===== config.mk =====
export PLATFORM = sky130hd
export DESIGN_NAME = irq_cmd_decoder
export DESIGN_NICKNAME = d
export VERILOG_FILES = /design/src/rtl/pic_cmd_pkg.sv /design/src/rtl/pic_init_seq.sv /design/src/rtl/pic_op_cmd.sv /design/src/rtl/pic_rd_mux.sv /design/src/rtl/irq_cmd_decoder.sv
export SDC_FILE = /design/constraint.sdc
export NUM_CORES = 1
export LEC_CHECK = 0
export ABC_AREA = 1
export BUFFER_PORTS_ARGS = -buffer_cell sky130_fd_sc_hd__buf_4
export CELL_PAD_IN_SITES_DETAIL_PLACEMENT = 2
export CELL_PAD_IN_SITES_GLOBAL_PLACEMENT = 2
export CORE_MARGIN = 2
export CORE_UTILIZATION = 28
export CTS_CLUSTER_SIZE = 16
export DETAILED_ROUTE_END_ITERATION = 8
export PLACE_DENSITY_LB_ADDON = 0.2
export SETUP_SLACK_MARGIN = 0.4
export SYNTH_ARGS = -nofsm -noshare
export SYNTH_HDL_FRONTEND = slang
export SYNTH_SLANG_ARGS = --single-unit

===== constraint.sdc =====
create_clock -name clk -period 1.8 [get_ports clk]
set_input_delay 0.09 -clock clk [delete_from_list [all_inputs] [get_ports clk]]
set_output_delay 0.09 -clock clk [all_outputs]
set_load 0.02 [all_outputs]

===== src/rtl/pic_cmd_pkg.sv =====
package pic_cmd_pkg;
  typedef enum logic [1:0] {SEQ_IDLE, SEQ_VEC, SEQ_CAS, SEQ_MODE} seq_e;
  typedef enum logic [1:0] {CMD_INIT, CMD_OP2, CMD_OP3} cmd_e;

  // classify an offset-0 write from data bits 4:3
  function automatic cmd_e classify(input logic [1:0] sel);
    if (sel[1])      return CMD_INIT;
    else if (sel[0]) return CMD_OP3;
    else             return CMD_OP2;
  endfunction
endpackage


===== src/rtl/pic_init_seq.sv =====
module pic_init_seq
  import pic_cmd_pkg::*;
#(
  parameter int LINES = 8
) (
  input  logic             clk,
  input  logic             rst_n,
  input  logic             is_master,
  input  logic             init_wr,
  input  logic             cfg_wr,
  input  logic [LINES-1:0] wdata,
  output logic             edge_mode,
  output logic             single_mode,
  output logic [LINES-1:0] vec_base,
  output logic [LINES-1:0] cascade_map,
  output logic             auto_eoi,
  output logic [LINES-1:0] mask
);
  localparam int LINE_W = $clog2(LINES);

  seq_e             state;
  logic             want_mode;
  logic [LINES-1:0] slave_id;

  assign slave_id = LINES'(wdata[LINE_W-1:0]);

  always_ff @(posedge clk or negedge rst_n) begin
    if (!rst_n) begin
      state       <= SEQ_IDLE;
      want_mode   <= 1'b0;
      edge_mode   <= 1'b0;
      single_mode <= 1'b0;
      vec_base    <= '0;
      cascade_map <= '0;
      auto_eoi    <= 1'b0;
      mask        <= '0;
    end else if (init_wr) begin
      edge_mode   <= wdata[3];
      single_mode <= wdata[1];
      want_mode   <= wdata[0];
      if (!wdata[0]) auto_eoi <= 1'b0;
      mask        <= '0;
      state       <= SEQ_VEC;
    end else if (cfg_wr) begin
      unique case (state)
        SEQ_IDLE: mask <= wdata;
        SEQ_VEC: begin
          vec_base <= {wdata[LINES-1:LINE_W], {LINE_W{1'b0}}};
          if (single_mode) begin
            cascade_map <= '0;
            state       <= SEQ_IDLE;
          end else begin
            state <= SEQ_CAS;
          end
        end
        SEQ_CAS: begin
          cascade_map <= is_master ? wdata : slave_id;
          state       <= want_mode ? SEQ_MODE : SEQ_IDLE;
        end
        SEQ_MODE: begin
          auto_eoi <= wdata[1];
          state    <= SEQ_IDLE;
        end
        default: state <= SEQ_IDLE;
      endcase
    end
  end
endmodule


===== src/rtl/pic_op_cmd.sv =====
module pic_op_cmd #(
  parameter int LINES  = 8,
  parameter int LINE_W = $clog2(LINES)
) (
  input  logic              clk,
  input  logic              rst_n,
  input  logic              op2_wr,
  input  logic              op3_wr,
  input  logic [2:0]        op_code,
  input  logic [LINE_W-1:0] op_arg,
  input  logic [LINES-1:0]  isr_in,
  output logic              eoi_valid,
  output logic [LINE_W-1:0] eoi_line,
  output logic              sel_irr
);
  localparam logic [2:0] CODE_NS_EOI = 3'b001;
  localparam logic [2:0] CODE_SP_EOI = 3'b011;

  logic [LINE_W-1:0] top_line;

  always_comb begin
    top_line = '0;
    for (int i = 0; i < LINES; i++) begin
      if (isr_in[i]) top_line = LINE_W'(i);
    end
  end

  always_ff @(posedge clk or negedge rst_n) begin
    if (!rst_n) begin
      eoi_valid <= 1'b0;
      eoi_line  <= '0;
      sel_irr   <= 1'b1;
    end else begin
      eoi_valid <= 1'b0;
      if (op2_wr) begin
        if (op_code == CODE_NS_EOI && |isr_in) begin
          eoi_valid <= 1'b1;
          eoi_line  <= top_line;
        end else if (op_code == CODE_SP_EOI) begin
          eoi_valid <= 1'b1;
          eoi_line  <= op_arg;
        end
      end
      if (op3_wr && op_arg[1]) sel_irr <= op_arg[0];
    end
  end
endmodule


===== src/rtl/pic_rd_mux.sv =====
module pic_rd_mux #(
  parameter int LINES = 8
) (
  input  logic             clk,
  input  logic             rst_n,
  input  logic             rd_en,
  input  logic             addr,
  input  logic             sel_irr,
  input  logic [LINES-1:0] irr_in,
  input  logic [LINES-1:0] isr_in,
  input  logic [LINES-1:0] mask,
  output logic [LINES-1:0] rdata
);
  always_ff @(posedge clk or negedge rst_n) begin
    if (!rst_n)     rdata <= '0;
    else if (rd_en) rdata <= addr ? mask : (sel_irr ? irr_in : isr_in);
  end
endmodule


===== src/rtl/irq_cmd_decoder.sv =====
module irq_cmd_decoder
  import pic_cmd_pkg::*;
#(
  parameter int LINES  = 8,
  parameter int LINE_W = $clog2(LINES)
) (
  input  logic              clk,
  input  logic              rst_n,
  input  logic              is_master,
  input  logic              addr,
  input  logic              wr_en,
  input  logic              rd_en,
  input  logic [LINES-1:0]  wdata,
  output logic [LINES-1:0]  rdata,
  input  logic [LINES-1:0]  irr_in,
  input  logic [LINES-1:0]  isr_in,
  output logic              eoi_valid,
  output logic [LINE_W-1:0] eoi_line,
  output logic              edge_mode,
  output logic              single_mode,
  output logic [LINES-1:0]  vec_base,
  output logic [LINES-1:0]  cascade_map,
  output logic              auto_eoi,
  output logic [LINES-1:0]  mask
);
  cmd_e kind;
  logic wr0, init_wr, op2_wr, op3_wr, cfg_wr, sel_irr;

  assign kind    = classify(wdata[4:3]);
  assign wr0     = wr_en && !addr;
  assign init_wr = wr0 && (kind == CMD_INIT);
  assign op2_wr  = wr0 && (kind == CMD_OP2);
  assign op3_wr  = wr0 && (kind == CMD_OP3);
  assign cfg_wr  = wr_en && addr;

  pic_init_seq #(.LINES(LINES)) u_seq (
    .clk(clk), .rst_n(rst_n), .is_master(is_master),
    .init_wr(init_wr), .cfg_wr(cfg_wr), .wdata(wdata),
    .edge_mode(edge_mode), .single_mode(single_mode), .vec_base(vec_base),
    .cascade_map(cascade_map), .auto_eoi(auto_eoi), .mask(mask)
  );

  pic_op_cmd #(.LINES(LINES), .LINE_W(LINE_W)) u_op (
    .clk(clk), .rst_n(rst_n), .op2_wr(op2_wr), .op3_wr(op3_wr),
    .op_code(wdata[7:5]), .op_arg(wdata[LINE_W-1:0]), .isr_in(isr_in),
    .eoi_valid(eoi_valid), .eoi_line(eoi_line), .sel_irr(sel_irr)
  );

  pic_rd_mux #(.LINES(LINES)) u_rd (
    .clk(clk), .rst_n(rst_n), .rd_en(rd_en), .addr(addr), .sel_irr(sel_irr),
    .irr_in(irr_in), .isr_in(isr_in), .mask(mask), .rdata(rdata)
  );
endmodule


Yosys cells after proc, flatten, opt, wreduce, memory -nomap -nowiden

Cells that the tools add are included.

Equal/unequal tests: 9
Multiplexer cells: 31
Bitwise gates (word level): 1
Reduce and logical (&&, ||, !) cells: 23

Operators by type and width:

| kind                                                                   | number |
|---|---|
| 8-bit 2-to-1 mux                                                       | 7 |
| 3-bit 2-to-1 mux                                                       | 8 |
| 8-bit case mux with 2 select lines                                     | 1 |
| 2-bit 2-to-1 mux                                                       | 6 |
| 2-bit nonzero test                                                     | 5 |
| 1-bit 2-to-1 mux                                                       | 8 |
| 8-bit OR reduction                                                     | 1 |
| 1-bit logical AND                                                      | 7 |
| 2-bit equality test (second input constant)                            | 3 |
| 2-bit case mux with 3 select lines                                     | 1 |
| 2-bit AND reduction                                                    | 3 |
| 3-bit AND reduction                                                    | 2 |
| 2-bit by 1-bit equality test with 1-bit output (second input constant) | 2 |
| 2-bit zero test                                                        | 2 |
| 4-bit AND reduction                                                    | 1 |
| 4-bit nonzero test                                                     | 1 |
| 3-bit by 1-bit equality test with 1-bit output (second input constant) | 1 |
| 3-bit by 2-bit equality test with 1-bit output (second input constant) | 1 |
| 2-bit by 1-bit != test with 1-bit output (second input constant)       | 1 |
| 2-bit != test (second input constant)                                  | 1 |
| 1-bit zero test                                                        | 1 |
| 1-bit NOT                                                              | 1 |

Flip-flop bits (word level): 40
Input port bits: 30

Longest topological paths before layout

Gate-level depths: netlist of the first run.

Depth in word-level cells: 8
Gate-level depth with buffers: 9

Cells and area by module

From an unflattened synthesis of the first run, not the netlist that was laid out.

Cell total of the unflattened synthesis: 278
Area, all modules: 2123.3 sq um

Modules (own cells, without submodules):

| module          | times used | cells an instance | area an instance (sq um) |
|---|---|---|---|
| pic_init_seq    | 1          | 134               | 1186.1 |
| pic_rd_mux      | 1          | 78                | 514.2 |
| pic_op_cmd      | 1          | 55                | 379.1 |
| irq_cmd_decoder | 1          | 11                | 43.8 |

Least setup slack after synthesis of the first run

No wires, ideal clock.

Path kind: register to register
Start point: register u_seq.state[0]
End point: register u_seq.state[0]
Arrival time: 1.219 ns
Slack: 0.454 ns
Stages on the path, launching flop included: 8
Clock period less this slack: 1.346 ns
Path through: dfrtp_1 > inv_1 > ha_1 > or2_1 > o21ai_2 > nand2_1 > nand2_1 > o21ai_0

Word-level cells in the longest chain between the ends: 4

Ends and longest elaborated chain:

| what                                                                                  | line               | RTL |
|---|---|---|
| from (decl)                                                                           | pic_init_seq.sv:21 | `seq_e state;` |
| from (signal assigned)                                                                | pic_init_seq.sv:58 | `state <= want_mode ? SEQ_MODE : SEQ_IDLE;` |
| 2-bit equality test or 2-bit by 1-bit equality test with 1-bit output (tied branches) | pic_init_seq.sv:45 | `unique case (state)` |
| 2-bit case mux with 3 select lines                                                    | pic_init_seq.sv:45 |  |
| 2-bit 2-to-1 mux                                                                      | pic_init_seq.sv:44 | `end else if (cfg_wr) begin` |
| 2-bit 2-to-1 mux                                                                      | pic_init_seq.sv:37 | `end else if (init_wr) begin` |

Several ways; a longest one is shown, not always the timed one. The select of a mux whose other input is x is not followed.
A chain may end at the register's enable or synchronous reset.

Final worst setup path of the first run

Start point: register u_seq.state[1]
End point: register u_seq.state[0]

The elaborated chain is that of the path after synthesis.

==> results of run 1 <==
cells in the mapped netlist (all sizes together):
cell	n	area, sq um
a31oi	1	6.26
or2	1	6.26
clkbuf	1	3.75
nand3	17	90.1
o211ai	5	37.5
o21ai	33	169
nor3	1	5.00
ha	4	50.1
o21a	1	7.51
inv	29	111
nor4	1	21.3
nor2	13	66.3
buf	9	67.6
a21oi	3	15.0
nand2	72	293
conb	1	3.75
dfrtp	39	976
a211o	1	8.76
nand4	1	6.26
o22ai	5	31.3
o22a	3	26.3
dfstp	1	26.3
flip-flops by register name, summed over array words and instances (netlist names):
name,count
u_seq.auto_eoi,1
u_seq.cascade_map,8
u_seq.edge_mode,1
u_seq.state,2
u_op.eoi_line,3
u_seq.single_mode,1
u_seq.want_mode,1
u_seq.vec_base,5
u_rd.rdata,8
u_seq.mask,8
u_op.sel_irr,1
u_op.eoi_valid,1
area by class of cell:
class	instances	area, sq um
clock buffers	5	68.8
clock inverters	3	42.5
fillers	850	4250
inverters	29	111
multi-input cells	165	956
flip-flops and latches	40	1000
well taps	99	124
repair buffers	75	578
power groups by stage:
stage / clock [mW] / sequential [mW] / combinational [mW]
global placement: 0 / 1.41 / 1.45
finish: 0.757 / 1.40 / 1.74
global route: 0.809 / 1.44 / 1.91
CTS: 0.776 / 1.40 / 1.59
floorplan: 0 / 1.67 / 0.544
detailed placement: 0 / 1.41 / 1.50
tightest hold or removal path, delay by kind of cell:
family	cells	cell delay, ns
simple gates	2	0.13
buf+inv	1	0.10
cells by family after synthesis:
logic type	count (synthesis)
simple gates	106
compound gates	52
flops	40
buf+inv	39
fa+ha+maj	4
other cells	1
routing by layer:
layer | GRT usage, % | up-vias
met5 | 0 | -
met4 | 3.66 | 0
met3 | 3.60 | 6
met2 | 30.2 | 48
met1 | 22.8 | 924
li1 | - | 925
worst min path at each step:
stage | from | to
after global placement | rst_n | u_seq.vec_base[3]
after floorplan | rst_n | u_op.eoi_line[0]
after detailed placement | rst_n | u_seq.vec_base[7]
after global routing | wdata[7] | u_seq.cascade_map[7]
after CTS | wdata[2] | u_seq.cascade_map[2]
final | wdata[7] | u_seq.cascade_map[7]
what timing repair did:
action                     4_1_cts  5_1_grt
hold endpoints to repair        39        0
pin swaps                        1        5
setup endpoints to repair       10       16
buffers inserted                 4        5
hold buffers                     1        0
resized for setup               10       19
==> impl_metrics.ini, run 1 <==
[worst_setup_path]
startpoint = u_seq.state[1]
rrSetupSlack_ns = 0.36
path_buf_inv = 0
cpMaxStageDelayCell = dfrtp_2
critPathTopFamily = simple AND/OR/NAND/NOR gates
end_kind = flop
startpoint_type = flop
r2r_start = u_seq.state[1]
crit_fanout = 3
max_stage_delay_ns = 0.45
cp_cell_sequence = ha_2, or2_4, o21ai_4, nand2_4, nand2_2, o21ai_2
cp_data_arrival_time_ns = 1.64
r2r-end = u_seq.state[0]
r2r_cells = 6
worstSetupPathType = flop to flop
crit_required_ns = 2.00
path_depth = 6
worstSetupEndpoint = u_seq.state[0]

[final_layout]
syn_to_final_growth_pct = 42.2
antenna-diode-count = 0
finalInstanceArea_sq_um = 2880
finalNetCount = 350
stdcell_count = 416
layout_common_cells = buf_4 (73), nand2_1 (63), dfrtp_1 (38), inv_1 (23), o21ai_0 (21)
final_util_pct = 40.4
drive_above_1_share_pct = 37.5
final_common_cell = buf_4

[place]
dp_cells = 398
hpwlAfterDp_mm = 4.92
place_congestion = 0.783
place_area_sq_um = 2580
io_buffers = 65
dp_slack_ns = 0.215

[floorplanning]
fp-row-count = 31
start_util_pct = 28.4
design.core.area_sq_um = 7140
die_y_um = 89.1
pin_count = 69
die-area_sq_um = 7940
die_w_um = 89.1

[routing]
routed_wl_mm = 6.76
top_layer_used = met4
dr_total_vias = 1903
drc = 0
drt_iter0_markers = 65
first_pass_iters = 4
avgViaCountPerCell = 4.57
wl_met3_um = 309
ant_nets = 0
drt-met1-wl_mm = 3.11
wl_per_cell_um = 16.2
met2_length_mm = 3.28

[pwr]
leakage_nw = 1.48
swShare_pct = 39.6
share_comb_of_total_power_pct = 44.7
power_density_nw_per_um2 = 1350
power.clock.fraction_pct = 19.4
switchingPower_mw = 1.54
internal_power_mw = 2.35
max-vdd-ir-drop_mv = 0.478
power_mw = 3.89
seq_power_share_pct = 35.9

[logic_synthesis]
avgSynthCellArea_sq_um = 8.38
yosys_warnings = 0
syn_area_sq_um = 2030
seq_area_frac_synth_pct = 49.4
synth_compound_area_share_pct = 14.9
synth_xor_area_share_pct = 0
synth_cell_type_count = 33
synth_seq_cells = 40
synth_top_family_by_area = simple AND/OR/NAND/NOR gates
synthCells = 242
synth_adder_area_share_pct = 2.47
synthMuxAreaShare_pct = 0
synthSimpleGateAreaFrac_pct = 24.1

[global_route]
track_usage_pct = 17.5
antenna_found_initial = 0
first_global_vias = 2060
grt_pass1_wl_mm = 10.5
grt_overflow = 0
grt_max_degree = 41

[clocking]
path_clk_slew_ns = 0.09
cts_buffers = 5
clockRootBuffer = clkbuf_8
worst_skew_pair.late_latency_ns = 0.30
h-tree-depth = 2
cts_buffer_depth = 2
clkSinkCount = 40
cts_tree = done

[sta]
setup_viol = 0
hold_viol_final = 0
fmaxAchievable_mhz = 694
layout_setup_ws_ns = 0.359
slew_headroom_pct = 64.0
finalCritPeriodShare_pct = 80.1
rsz0062_at_grt = true
drv_slew = 0
tns_ns = 0
whs_ns = 0.0615
worstMarginPinSlew_ns = 0.539
min_period_ns = 1.44
fin_skew_ns = 0.0111

[min_path]
hp-class = input pin to flop
min_path_cells = 3

[run_status]
status = completed

[run]
drv_cap = 0
No activity file was read; power rests on OpenSTA's default activity.
==> run 2: changes to the inputs <==
Settings changed: CORE_UTILIZATION 28 to 25.
Clock period 1.8 ns to 1.3 ns, I/O delays scaled along.
==> impl_metrics.ini, run 2 (synthesized netlist as in run 1, its figures left out) <==
[run_status]
status = complete, but fails checks
violations = setup timing

[place]
place_congestion = 0.779
place_area_sq_um = 2640
io_buffers = 65
dp_slack_ns = -0.117
hpwlAfterDp_mm = 4.86

[worst_setup_path]
crit_fanout = 3
worstSetupPathType = flop to flop
cpMaxStageDelayCell = dfrtp_1
end_kind = flop
cp_cell_sequence = ha_2, or2_4, o21ai_4, nand2_2, nand2_2, o21ai_2
max_stage_delay_ns = 0.44
cp_data_arrival_time_ns = 1.59
crit_required_ns = 1.48
path_buf_inv = 0
crit_top_cell = nand2_2
critPathTopFamily = simple AND/OR/NAND/NOR gates
startpoint_type = flop

[routing]
wl_per_cell_um = 16.1
routed_wl_mm = 7.22
drc = 0
ant_nets = 0
drt_iter0_markers = 53
first_pass_iters = 4
dr_total_vias = 2076
avgViaCountPerCell = 4.62

[final_layout]
multiInputGateArea_sq_um = 1040
filler_cell_count = 877
finalInstanceArea_sq_um = 3350
syn_to_final_growth_pct = 65.0
finalNetCount = 380
layout_common_cells = buf_4 (61), nand2_1 (51), buf_6 (42), dfrtp_1 (37), inv_1 (22)
final_common_cell = buf_4
antenna-diode-count = 0
seqCellArea_sq_um = 1000
biggestRegsByFlops = u_rd.rdata x8, u_seq.cascade_map x8, u_seq.mask x8
drive_above_1_share_pct = 49.0

[sta]
setup_viol = 10
whs_ns = 0.0235
fmaxAchievable_mhz = 711
hold_viol_final = 0
fin_skew_ns = 0.00901
layout_setup_ws_ns = -0.107
min_period_ns = 1.41
rsz0062_at_grt = true
slew_headroom_pct = 64.5
worstMarginPinSlew_ns = 0.532
finalCritPeriodShare_pct = 108
drv_slew = 0

[clocking]
path_clk_slew_ns = 0.08
h-tree-depth = 2
cts_buffers = 5
clockRootBuffer = clkbuf_8
cts_tree = done
worst_skew_pair.late_latency_ns = 0.29
clkSinkCount = 40
cts_buffer_depth = 2

[min_path]
hp-class = input pin to flop

[global_route]
track_usage_pct = 16.3
first_global_vias = 2115
grt_overflow = 0
grt_pass1_wl_mm = 11.1
antenna_found_initial = 0
grt_max_degree = 41

[floorplanning]
start_util_pct = 26.0
die_w_um = 94.1
die-area_sq_um = 8850
pin_count = 69
fp-row-count = 32
die_y_um = 94.1
design.core.area_sq_um = 7810

[pwr]
power_density_nw_per_um2 = 1870
max-vdd-ir-drop_mv = 0.630
leakage_nw = 1.69

[run]
drv_cap = 0
-- run 2: changes by cell type in the layout (fill, tap and decap cells not counted), moves of 3 or more --
| cell | previous run | this run |
|---|---|---|
| o21ai_1 | 10 | 18 |
| nand2_1 | 63 | 51 |
| o21ai_0 | 21 | 6 |
| a21oi_1 | 3 | 0 |
| o21ai_2 | 1 | 6 |
| buf_6 | 0 | 42 |
| buf_4 | 73 | 61 |
| a21oi_2 | 0 | 3 |
| nand2_2 | 6 | 19 |
-- run 2: final timing paths --
kind | start | end | slack [ns] | depth (start not counted)
max | u_seq.state[1] | u_seq.state[0] | -0.11 | 6
min | wdata[7] | u_seq.cascade_map[7] | 0.02 | 3
max reg2reg | u_seq.state[1] | u_seq.state[0] | -0.11 | 6
min in group asynchronous | rst_n | u_seq.mask[6] | 0.29 | 2
max in group asynchronous | rst_n | u_seq.state[0] | 0.61 | 2
min reg2reg | u_op.eoi_line[1] | u_op.eoi_line[1] | 0.52 | 2
-- run 2: through the flow --
stage | total power [mW] | std cells | utilization, % | setup TNS (ns)
after CTS | 5.87 | 432 | 39.9 | -1.06
after global placement | 4.04 | 406 | 33.8 | -0.343
after global routing | 6.66 | 449 | 42.9 | -1.69
after floorplan | 3.12 | 244 | - | 0
after detailed placement | 4.09 | 406 | 33.8 | -0.996
final | 6.26 | 449 | 42.9 | -0.819
-- run 2: worst reg2reg max path, cell delays in order (launching register included) --
cell     delay (ns)
dfrtp_1        0.44
ha_2           0.20
or2_4          0.26
o21ai_4        0.14
nand2_2        0.10
nand2_2        0.10
o21ai_2        0.06
-- run 2: per-layer routing --
metal	wire (um)	global-route usage [%]	vias to the layer above
li1	-	-	996
met1	3280	22.7	1029
met2	3650	26.7	49
met3	257	3.05	2
met4	33	2.90	0
met5	0	0	-
-- run 2: final cells by class --
class | count | share of cell area [%]
multi-input combinational | 166 | 31.0
clock inverter | 2 | 1.16
timing repair buffer | 104 | 28.1
tap | 102 | 3.81
inverter | 29 | 3.40
sequential | 40 | 30.0
clock buffer | 6 | 2.47
-- run 2: timing repair --
item	CTS	global route
pin swaps	14	8
buffers inserted	16	17
cloned	1	0
hold buffers	1	0
hold endpoints to repair	39	0
setup endpoints to repair	68	69
gates resized for setup	66	34
-- run 2: power by group --
part,switching [mW],leakage [nW],internal [mW]
clock,0.478,0.0614,0.629
sequential,0.363,0.509,1.64
combinational,1.54,1.11,1.61
